`src/rtl/pwm_shadow_pkg.sv`:
```
package pwm_shadow_pkg;
  localparam int DATA_W = 32;
  localparam int ADDR_W = 8;

  localparam logic [ADDR_W-1:0] ADDR_CTRL = 8'h00;
  localparam logic [ADDR_W-1:0] ADDR_LOW  = 8'h18;
  localparam logic [ADDR_W-1:0] ADDR_HIGH = 8'h1C;

  localparam int BIT_RUN    = 0;
  localparam int BIT_MODE   = 2;
  localparam int BIT_COMMIT = 5;
  localparam int BIT_TRIG   = 9;
  localparam int BIT_INV    = 10;
  localparam int BIT_DRIVE  = 14;

  // strobes from the control side to the datapath
  typedef struct packed {
    logic load;
    logic run;
    logic drive;
    logic invert;
  } pwmCtl_t;
endpackage

```
`src/rtl/pwm_shadow_regs.sv`:
```
module pwm_shadow_regs
  import pwm_shadow_pkg::*;
#(
  parameter int CNT_W = 32
) (
  input  logic              clk,
  input  logic              rstN,
  input  logic              busWrEn,
  input  logic [ADDR_W-1:0] busAddr,
  input  logic [DATA_W-1:0] busWrData,
  output logic [DATA_W-1:0] busRdData,
  input  logic              coreRunning,
  input  logic              boundary,
  output logic [CNT_W-1:0]  shadowHigh,
  output logic [CNT_W-1:0]  shadowLow,
  output logic [DATA_W-1:0] ctrlValue,
  output pwmCtl_t           ctl
);
  localparam logic [DATA_W-1:0] COMMIT_MASK = DATA_W'(1) << BIT_COMMIT;

  logic pending;
  logic wrCtrl, wrHigh, wrLow;

  assign wrCtrl = busWrEn && (busAddr == ADDR_CTRL);
  assign wrHigh = busWrEn && (busAddr == ADDR_HIGH);
  assign wrLow  = busWrEn && (busAddr == ADDR_LOW);

  always_comb begin
    ctl.run    = ctrlValue[BIT_RUN] && ctrlValue[BIT_DRIVE];
    ctl.drive  = ctrlValue[BIT_DRIVE];
    ctl.invert = ctrlValue[BIT_INV];
    ctl.load   = pending && (!coreRunning || boundary);
  end

  always_ff @(posedge clk) begin
    if (!rstN) begin
      ctrlValue  <= '0;
      shadowHigh <= '0;
      shadowLow  <= '0;
      pending    <= 1'b0;
    end else begin
      if (ctl.load) pending <= 1'b0;
      if (wrCtrl) begin
        ctrlValue <= busWrData & ~COMMIT_MASK;
        if (busWrData[BIT_COMMIT]) pending <= 1'b1;
      end
      if (wrHigh) shadowHigh <= busWrData[CNT_W-1:0];
      if (wrLow)  shadowLow  <= busWrData[CNT_W-1:0];
    end
  end

  always_comb begin
    unique case (busAddr)
      ADDR_CTRL: busRdData = ctrlValue;
      ADDR_HIGH: busRdData = DATA_W'(shadowHigh);
      ADDR_LOW:  busRdData = DATA_W'(shadowLow);
      default:   busRdData = '0;
    endcase
  end
endmodule

```
`src/rtl/pwm_shadow_core.sv`:
```
module pwm_shadow_core
  import pwm_shadow_pkg::*;
#(
  parameter int CNT_W = 32
) (
  input  logic             clk,
  input  logic             rstN,
  input  pwmCtl_t          ctl,
  input  logic [CNT_W-1:0] shadowHigh,
  input  logic [CNT_W-1:0] shadowLow,
  output logic [CNT_W-1:0] activeHigh,
  output logic [CNT_W-1:0] activeLow,
  output logic             boundary,
  output logic             coreRunning,
  output logic             pwmOut
);
  localparam int PER_W = CNT_W + 1;

  logic [PER_W-1:0] period;
  logic [PER_W-1:0] phaseCnt;
  logic             wave;

  assign period   = {1'b0, activeHigh} + {1'b0, activeLow};
  assign boundary = (period == '0) || (phaseCnt == period - PER_W'(1));
  assign wave     = coreRunning && ({1'b0, activeHigh} > phaseCnt);
  assign pwmOut   = ctl.drive && (wave ^ ctl.invert);

  always_ff @(posedge clk) begin
    if (!rstN) begin
      activeHigh  <= '0;
      activeLow   <= '0;
      phaseCnt    <= '0;
      coreRunning <= 1'b0;
    end else begin
      coreRunning <= ctl.run;
      if (ctl.load) begin
        activeHigh <= shadowHigh;
        activeLow  <= shadowLow;
        phaseCnt   <= '0;
      end else if (!ctl.run || !coreRunning || boundary) begin
        phaseCnt <= '0;
      end else begin
        phaseCnt <= phaseCnt + PER_W'(1);
      end
    end
  end
endmodule

```
`src/rtl/pwm_shadow_gen.sv`:
```
module pwm_shadow_gen
  import pwm_shadow_pkg::*;
#(
  parameter int CNT_W = 32
) (
  input  logic              clk,
  input  logic              rstN,
  input  logic              busWrEn,
  input  logic [ADDR_W-1:0] busAddr,
  input  logic [DATA_W-1:0] busWrData,
  output logic [DATA_W-1:0] busRdData,
  output logic              pwmOut
);
  pwmCtl_t           ctlStrobes;
  logic [CNT_W-1:0]  shadowHigh, shadowLow, activeHigh, activeLow;
  logic [DATA_W-1:0] ctrlValue;
  logic              boundary, coreRunning;

  pwm_shadow_regs #(.CNT_W(CNT_W)) u_regs (
    .clk(clk), .rstN(rstN), .busWrEn(busWrEn), .busAddr(busAddr),
    .busWrData(busWrData), .busRdData(busRdData),
    .coreRunning(coreRunning), .boundary(boundary),
    .shadowHigh(shadowHigh), .shadowLow(shadowLow),
    .ctrlValue(ctrlValue), .ctl(ctlStrobes)
  );

  pwm_shadow_core #(.CNT_W(CNT_W)) u_core (
    .clk(clk), .rstN(rstN), .ctl(ctlStrobes),
    .shadowHigh(shadowHigh), .shadowLow(shadowLow),
    .activeHigh(activeHigh), .activeLow(activeLow),
    .boundary(boundary), .coreRunning(coreRunning), .pwmOut(pwmOut)
  );
endmodule

```
`config.mk`:
```
export PLATFORM = sky130hd
export DESIGN_NAME = pwm_shadow_gen
export DESIGN_NICKNAME = d
export VERILOG_FILES = /design/src/rtl/pwm_shadow_pkg.sv /design/src/rtl/pwm_shadow_regs.sv /design/src/rtl/pwm_shadow_core.sv /design/src/rtl/pwm_shadow_gen.sv
export SDC_FILE = /design/constraint.sdc
export NUM_CORES = 1
export LEC_CHECK = 0
export BUFFER_PORTS_ARGS = -buffer_cell sky130_fd_sc_hd__buf_2
export CAP_MARGIN = 0
export CORE_UTILIZATION = 30
export DETAILED_ROUTE_END_ITERATION = 6
export HOLD_SLACK_MARGIN = 0.05
export PLACE_DENSITY = 0.43
export SETUP_SLACK_MARGIN = 0.3
export SYNTH_ARGS = -nofsm -noshare
export SYNTH_HDL_FRONTEND = slang
export SYNTH_SLANG_ARGS = --single-unit
```
`constraint.sdc`:
```
create_clock -name clk -period 4.4 [get_ports clk]
set_input_delay 0.66 -clock clk [delete_from_list [all_inputs] [get_ports clk]]
set_output_delay 0.66 -clock clk [all_outputs]
set_load 0.01 [all_outputs]
```
# Yosys cells after proc, flatten, opt, wreduce, memory -nomap -nowiden
# Index checks and enable logic that the tools add are counted.
[op_classes] shift=0 n_lt_le_gt_ge=1 bitwise_logic=2 eq_ne=3 n_reduce_logical=16 n_div=0 mul=0 addsub=3 n_mux=4
[ops] operator="32-bit one-hot mux with 3 select lines" count=1
[ops] operator="32-bit by 32-bit adder with 33-bit output" count=1
[ops] operator="33-bit by 1-bit adder with 33-bit output (second input constant)" count=1
[ops] operator="33-bit equality test" count=1
[ops] operator="32-bit by 33-bit greater-than comparator with 1-bit output" count=1
[ops] operator="33-bit logical NOT" count=1
[ops] operator="33-bit by 1-bit subtractor with 33-bit output (second input constant)" count=1
[ops] operator="8-bit by 5-bit equality test with 1-bit output (second input constant)" count=2
[ops] operator="8-bit logical NOT" count=1
[ops] operator="1-bit logical AND" count=7
[ops] operator="1-bit logical OR" count=4
[ops] operator="1-bit 2-to-1 mux" count=3
[ops] operator="3-bit OR reduction" count=1
[ops] operator="1-bit logical NOT" count=2
[ops] operator="1-bit inverter" count=1
[ops] operator="1-bit bitwise XOR" count=1
[word_totals] ram_bits=0 in_bits=43 rom_bits=0 latch_bits=0 ff_bits=194 output_inout_bits=33 memories=0

# Logic depth before layout (Yosys ltp)
[depth] depth_word=9 depth_mapped=19 ltp_nobuf=16

# Modules after synthesis
# Synthesis repeated with hierarchy kept, for this count alone.
[unflattened] cells_unflattened=1540 hier_area_um2=13100.1
[by_module_without_submodules] mod="pwm_shadow_core" cells_per_inst=1068 area_per_inst_um2=8828.5 n_inst=1
[by_module_without_submodules] mod="pwm_shadow_regs" cells_per_inst=472 area_per_inst_um2=4271.6 n_inst=1

# Worst setup path after synthesis
# OpenSTA, ideal clock, no wires.
[synth_timing] path_type="register to register" from="register u_core.activeHigh[0]" to="register u_core.phaseCnt[20]" setup_ns=0.115 setup_slack_ns=-0.261 stages_incl_launch_ff=19 path_buffers=2 arrival_time_ns=4.546 cell_sequence="dfxtp_1 ha_1 inv_1 fa_1 and2b_1 o21ai_0 a21boi_0 o2bb2ai_1 or4b_1 buf_2 nand3b_4 nor4b_2 nand3_1 xnor2_1 or3_1 or4_4 o211ai_4 buf_6 nor2_2"
[synth_between] elab_chain_cells=7
[synth_rtl] item="start, declared" line_no="pwm_shadow_core.sv:11" text="output logic [CNT_W-1:0] activeHigh,"
[synth_rtl] item="start signal, assigned" line_no="pwm_shadow_core.sv:37" text="activeHigh <= shadowHigh;"
[synth_rtl] item="32-bit by 32-bit adder with 33-bit output (*)" line_no="pwm_shadow_core.sv:23" text="assign period = {1'b0, activeHigh} + {1'b0, activeLow};"
[synth_rtl] item="33-bit by 1-bit subtractor with 33-bit output" line_no="pwm_shadow_core.sv:24" text="assign boundary = (period == '0) || (phaseCnt == period - PER_W'(1));"
[synth_rtl] item="33-bit equality test" line_no="pwm_shadow_core.sv:24"
[synth_rtl] item="1-bit logical OR (*)" line_no="pwm_shadow_core.sv:24"
[synth_rtl] item="1-bit logical OR" line_no="pwm_shadow_regs.sv:32" text="ctl.load = pending && (!coreRunning || boundary);"
[synth_rtl] item="1-bit logical AND" line_no="pwm_shadow_regs.sv:32"
[synth_rtl] item="3-bit OR reduction (no source line) (*)"
[synth_rtl] item="end signal, assigned" line_no="pwm_shadow_core.sv:43" text="phaseCnt <= phaseCnt + PER_W'(1);"
[synth_rtl] item="end, declared" line_no="pwm_shadow_core.sv:20" text="logic [PER_W-1:0] phaseCnt;"
# Mark *: on every way between the ends. The rest lies on a longest branch, timed or not.
# A chain may end at the register's enable or synchronous reset.

# Final worst setup path
[layout_timing] from="register u_core.activeLow[0]" to="register u_core.phaseCnt[15]"
[layout_between] elab_chain_cells=7
[layout_rtl] item="start, declared" line_no="pwm_shadow_core.sv:12" text="output logic [CNT_W-1:0] activeLow,"
[layout_rtl] item="start signal, assigned" line_no="pwm_shadow_core.sv:38" text="activeLow <= shadowLow;"
[layout_rtl] item="32-bit by 32-bit adder with 33-bit output (*)" line_no="pwm_shadow_core.sv:23"
[layout_rtl] item="33-bit by 1-bit subtractor with 33-bit output" line_no="pwm_shadow_core.sv:24"
[layout_rtl] item="33-bit equality test" line_no="pwm_shadow_core.sv:24"
[layout_rtl] item="1-bit logical OR (*)" line_no="pwm_shadow_core.sv:24"
[layout_rtl] item="1-bit logical OR" line_no="pwm_shadow_regs.sv:32"
[layout_rtl] item="1-bit logical AND" line_no="pwm_shadow_regs.sv:32"
[layout_rtl] item="3-bit OR reduction (no source line) (*)"
# Marked as above.

==> report_table.html <==
<table>
<tr><th>Metric</th><th>Value</th></tr>
<tr><th colspan="2">Die</th></tr>
<tr><td>Effective utilization at floorplan</td><td>30.74%</td></tr>
<tr><td>Die footprint</td><td>43130 µm²</td></tr>
<tr><td>Placeable core region</td><td>41290 µm²</td></tr>
<tr><td>Die X-Extent</td><td>207.7 µm</td></tr>
<tr><td>Height of the die</td><td>207.7 µm</td></tr>
<tr><td>Number of top-level design ports</td><td>76</td></tr>
<tr><td>Floorplan row count</td><td>74</td></tr>
<tr><th colspan="2">Finish</th></tr>
<tr><td>Utilization after layout</td><td>39.66%</td></tr>
<tr><td>Fraction of layout cells with a size suffix above 1</td><td>23.39%</td></tr>
<tr><td>Finished Layout Cells</td><td>2401</td></tr>
<tr><td>Growth of design area from synthesis to finish</td><td>29.05%</td></tr>
<tr><td>Fill count</td><td>4328</td></tr>
<tr><td>Area occupied by multi-input gates</td><td>8735 µm²</td></tr>
<tr><td>Seq. cell area</td><td>3892 µm²</td></tr>
<tr><td>Net count, final</td><td>1965</td></tr>
<tr><th colspan="2">CTS</th></tr>
<tr><td>Master cell of the clock root buffer</td><td>sky130_fd_sc_hd__clkbuf_16</td></tr>
<tr><td>Count of H-tree levels built during CTS</td><td>4</td></tr>
<tr><td>Clock sink count</td><td>194</td></tr>
<tr><td>CTS clk-pin slew, worst paths</td><td>0.08 ns</td></tr>
<tr><td>Total CTS buffers</td><td>17</td></tr>
<tr><td>Clock tree from TritonCTS</td><td>built</td></tr>
<tr><td>Clock latency of the later-clocked register in the worst-skew pair</td><td>0.47 ns</td></tr>
<tr><td>Buffer depth of the longest clock path</td><td>2</td></tr>
<tr><th colspan="2">Worst setup path</th></tr>
<tr><td>Crit path capture type</td><td>flip-flop</td></tr>
<tr><td>Required time at the endpoint of the critical path</td><td>4.76 ns</td></tr>
<tr><td>Slowest-stage cell, CP</td><td>sky130_fd_sc_hd__or4_4</td></tr>
<tr><td>Crit path cell chain</td><td>ha_4 &gt; inv_2 &gt; fa_2 &gt; and2b_2 &gt; o211ai_1 &gt; a32oi_1 &gt; nand2_1 &gt; buf_4 &gt; buf_6 &gt; nor4b_4 &gt; buf_4 &gt; nand3_4 &gt; nor4b_4 &gt; nand3_1 &gt; xnor2_1 &gt; or3_1 &gt; or4_4 &gt; o211ai_4 &gt; buf_6 &gt; clkbuf_16 &gt; nor2_2</td></tr>
<tr><td>Endpoint arrival time on the critical path</td><td>5.08 ns</td></tr>
<tr><td>Start-to-end type of the worst setup path</td><td>flip-flop to flip-flop</td></tr>
<tr><td>Worst Path Max Fanout</td><td>8</td></tr>
<tr><td>Element type at the critical path start</td><td>flip-flop</td></tr>
<tr><td>Longest individual stage delay on the worst path</td><td>0.51 ns</td></tr>
<tr><th colspan="2">Timing</th></tr>
<tr><td>Minimum period implied by the final worst setup slack</td><td>4.714 ns</td></tr>
<tr><td>Max-slew headroom at the worst pin</td><td>48.25%</td></tr>
<tr><td>Transition at the pin with the smallest max-transition slack</td><td>0.7762 ns</td></tr>
<tr><td>RSZ-0062 raised after global routing</td><td>true</td></tr>
<tr><td>Final period util</td><td>107.1%</td></tr>
<tr><td>Final hold violation count</td><td>0</td></tr>
<tr><td>Max Fclk</td><td>0.2121 GHz</td></tr>
<tr><td>Total of endpoints with negative setup slack in the final report</td><td>98</td></tr>
<tr><td>Worst Hold Margin</td><td>0.4609 ns</td></tr>
<tr><td>Worst-case setup margin in the final layout</td><td>-0.3138 ns</td></tr>
<tr><td>Clock tree skew after final layout</td><td>0.01637 ns</td></tr>
<tr><td>Max-slew violations</td><td>0</td></tr>
<tr><th colspan="2">Logic synthesis</th></tr>
<tr><td>Share of synthesized area spent on multiplexers</td><td>8.015%</td></tr>
<tr><td>Proportion of synthesized chip area in sequential cells</td><td>30.60%</td></tr>
<tr><td>Cell types occupying the most area after synthesis</td><td>sky130_fd_sc_hd__dfxtp_1 31%, sky130_fd_sc_hd__nand2_1 12%, sky130_fd_sc_hd__mux2i_1 7.6%, sky130_fd_sc_hd__ha_1 6.5%, sky130_fd_sc_hd__a21boi_0 6.0%</td></tr>
<tr><td>Most used flip-flop cell after synthesis</td><td>sky130_fd_sc_hd__dfxtp_1</td></tr>
<tr><td>EDFF count, synth</td><td>0</td></tr>
<tr><td>Compound-Gate Fraction of Synth Area</td><td>18.76%</td></tr>
<tr><td>Area of the mapped netlist</td><td>12690 µm²</td></tr>
<tr><td>Flip-flop and latch count after synthesis</td><td>194</td></tr>
<tr><td>Distinct cell type count after synthesis</td><td>84</td></tr>
<tr><td>Gate count of the mapped netlist</td><td>1630</td></tr>
<tr><td>Most frequently used cell type in the post-synthesis netlist</td><td>sky130_fd_sc_hd__nand2_1</td></tr>
<tr><td>Synthesized Nets</td><td>1740</td></tr>
<tr><td>Dominant combinational cell family by area after synthesis</td><td>simple AND/OR/NAND/NOR gates</td></tr>
<tr><td>Post-synthesis adder-cell area fraction</td><td>6.664%</td></tr>
<tr><td>Number of warnings printed during yosys synthesis</td><td>0</td></tr>
<tr><td>Avg Inst Size Synth</td><td>7.787 µm²</td></tr>
<tr><td>Fraction of registers with async set or reset after synthesis</td><td>0%</td></tr>
<tr><td>Fraction of the mapped netlist area in simple logic gates</td><td>25.16%</td></tr>
<tr><td>Parity-gate share of the synthesized area counting xor and xnor cells</td><td>6.260%</td></tr>
<tr><td>Library cell occupying the most area in the post-synthesis netlist</td><td>sky130_fd_sc_hd__dfxtp_1</td></tr>
<tr><td>Area fraction of the dominant cell type after synthesis</td><td>30.60%</td></tr>
<tr><td>Commonest cells post-synth</td><td>418 x sky130_fd_sc_hd__nand2_1, 194 x sky130_fd_sc_hd__dfxtp_1, 101 x sky130_fd_sc_hd__a21boi_0</td></tr>
<tr><th colspan="2">Drt</th></tr>
<tr><td>Average wire length per cell after detail routing</td><td>17.38 µm</td></tr>
<tr><td>Antenna-violating nets left</td><td>0</td></tr>
<tr><td>Via count</td><td>11.98k</td></tr>
<tr><td>Via density per instance</td><td>4.991</td></tr>
<tr><td>Number of remaining DRC errors</td><td>0</td></tr>
<tr><td>Pre-Repair DR Iteration Count</td><td>5</td></tr>
<tr><td>Wirelength, routed</td><td>41730 µm</td></tr>
<tr><td>Initial DRC count</td><td>689</td></tr>
<tr><th colspan="2">GRT</th></tr>
<tr><td>Total global-route track usage</td><td>19.00%</td></tr>
<tr><td>GR Overflow Total</td><td>0</td></tr>
<tr><td>Number of antenna violations at the first check in global routing</td><td>0</td></tr>
<tr><td>First-pass GRT wire length</td><td>64530 µm</td></tr>
<tr><td>Maximum number of pins on one net before global-route repair</td><td>115</td></tr>
<tr><td>Number of global-route vias before repair</td><td>11.47k</td></tr>
<tr><th colspan="2">Min path</th></tr>
<tr><td>Worst hold path type</td><td>input port to flip-flop</td></tr>
<tr><th colspan="2">Run status</th></tr>
<tr><td>Status</td><td>finished with violations</td></tr>
<tr><td>Violations in the final reports</td><td>negative setup slack</td></tr>
<tr><th colspan="2">Flow run</th></tr>
<tr><td>Max-capacitance violation count</td><td>0</td></tr>
<tr><th colspan="2">Power and ir drop</th></tr>
<tr><td>Power density relative to cell area</td><td>211.3 nW/µm²</td></tr>
<tr><td>Peak supply drop</td><td>0.0002798 V</td></tr>
<tr><td>Leakage component of the power</td><td>6.412 nW</td></tr>
<tr><th colspan="2">Placed design</th></tr>
<tr><td>Routability cong.</td><td>0.8418</td></tr>
<tr><td>Port-buffer cells</td><td>75</td></tr>
<tr><td>Inst Count DP</td><td>2339</td></tr>
<tr><td>Final HPWL from detailed placement</td><td>31160 µm</td></tr>
</table>
flip-flops by register name, summed over array words and instances (netlist names):
signal / flops
u_core.activeHigh: 32
u_regs.shadowHigh: 32
u_regs.ctrlValue: 31
u_regs.shadowLow: 32
u_core.activeLow: 32
u_regs.pending: 1
u_core.coreRunning: 1
u_core.phaseCnt: 33
critical path, delay by kind of cell (launching register included):
kind | cells | cell delay, ns
and+or+nand+nor | 9 | 2.17
buffers and inverters | 6 | 0.80
AOI/OAI and AO/OA | 3 | 0.67
adders and majority gates | 2 | 0.47
xor gates and xnor gates | 1 | 0.17
DFF | 1 | 0.35
cell families after synthesis:
logic type / count (synthesis)
and+or+nand+nor: 699
AOI/OAI and AO/OA: 345
adders and majority gates: 67
xor gates and xnor gates: 86
muxes: 101
buffers and inverters: 138
DFF: 194
placed cells by master, fill, tap and decap left out, types with 12 or more instances in the layout:
| cell | synthesis | final |
|---|---|---|
| sky130_fd_sc_hd__nand3_1 | 40 | 37 |
| sky130_fd_sc_hd__ha_1 | 66 | 62 |
| sky130_fd_sc_hd__and2_1 | 12 | 12 |
| sky130_fd_sc_hd__a21boi_0 | 101 | 98 |
| sky130_fd_sc_hd__a21oi_1 | 53 | 48 |
| sky130_fd_sc_hd__xnor2_1 | 74 | 69 |
| sky130_fd_sc_hd__nor3_1 | 26 | 23 |
| sky130_fd_sc_hd__nor2_2 | 20 | 21 |
| sky130_fd_sc_hd__o211ai_1 | 13 | 13 |
| sky130_fd_sc_hd__nor2_1 | 62 | 61 |
| sky130_fd_sc_hd__buf_4 | 6 | 197 |
| sky130_fd_sc_hd__nand4_1 | 26 | 26 |
| sky130_fd_sc_hd__dfxtp_1 | 194 | 187 |
| sky130_fd_sc_hd__inv_1 | 47 | 46 |
| sky130_fd_sc_hd__clkbuf_16 | 0 | 21 |
| sky130_fd_sc_hd__mux2i_1 | 96 | 96 |
| sky130_fd_sc_hd__o21a_1 | 13 | 13 |
| sky130_fd_sc_hd__o21ai_0 | 63 | 57 |
| sky130_fd_sc_hd__a21o_1 | 20 | 19 |
| sky130_fd_sc_hd__nand2_1 | 418 | 417 |
| sky130_fd_sc_hd__and3_1 | 20 | 20 |
| sky130_fd_sc_hd__buf_2 | 5 | 73 |
worst paths after layout:
check | start | to | slack [ns] | depth (start not counted)
hold / removal | busWrData[12] | u_regs.shadowHigh[12]$_SDFFE_PN0P_ | 0.46 | 3
setup reg to reg | u_core.activeLow[0]$_SDFFE_PN0P_ | u_core.phaseCnt[15]$_SDFF_PP0_ | -0.31 | 21
setup / recovery | u_core.activeLow[0]$_SDFFE_PN0P_ | u_core.phaseCnt[15]$_SDFF_PP0_ | -0.31 | 21
hold reg to reg | u_core.activeLow[27]$_SDFFE_PN0P_ | u_core.activeLow[27]$_SDFFE_PN0P_ | 0.46 | 2
what timing repair did:
| action | CTS | global route |
|---|---|---|
| hold buffers | 0 | 0 |
| pin swaps | 13 | 24 |
| gates resized for setup | 36 | 69 |
| cloned | 2 | 4 |
| setup buffers | 10 | 13 |
| setup endpoints to repair | 99 | 99 |
metal layers:
metal	share of wire (%)	vias to the layer above	routed length [µm]	GRT usage, %
met3	3.0	30	1231	2.738
li1	-	6132	-	-
met2	44	185	18340	29.43
met4	1.4	0	572	5.032
met1	52	5637	21580	27.35
met5	0	-	0	0
stage by stage:
step	power (mW)	area [µm²]	TNS, ns	setup WS (ns)
2_1_floorplan	1.848	12830	-0.4048	-0.02024
3_3_place_gp	1.893	14950	-38.48	-0.4907
3_5_place_dp	1.893	14950	-39.91	-0.5050
4_1_cts	3.512	15820	-18.36	-0.2177
5_1_grt	3.578	16380	-38.93	-0.4454
6_report	3.461	16380	-24.26	-0.3138
where the power goes:
| part | internal, mW | leakage (nW) | switching, mW | total, mW |
|---|---|---|---|---|
| sequential | 1.75 | 1.57 | 0.000784 | 1.76 |
| clock | 0.834 | 0.292 | 0.776 | 1.61 |
| combinational | 0.0350 | 4.56 | 0.0602 | 0.0952 |
area by class of cell:
cell class                      count  area share, %
Tap cell                          532          4.064
Timing Repair Buffer              297          14.10
Clock inverter                     13         0.8861
Sequential cell                   194          23.76
Clock buffer                       19          2.765
Multi-Input combinational cell   1298          53.33
Antenna cell                        1        0.01528
Inverter                           47          1.077
No activity file was read; power rests on OpenSTA's default activity.
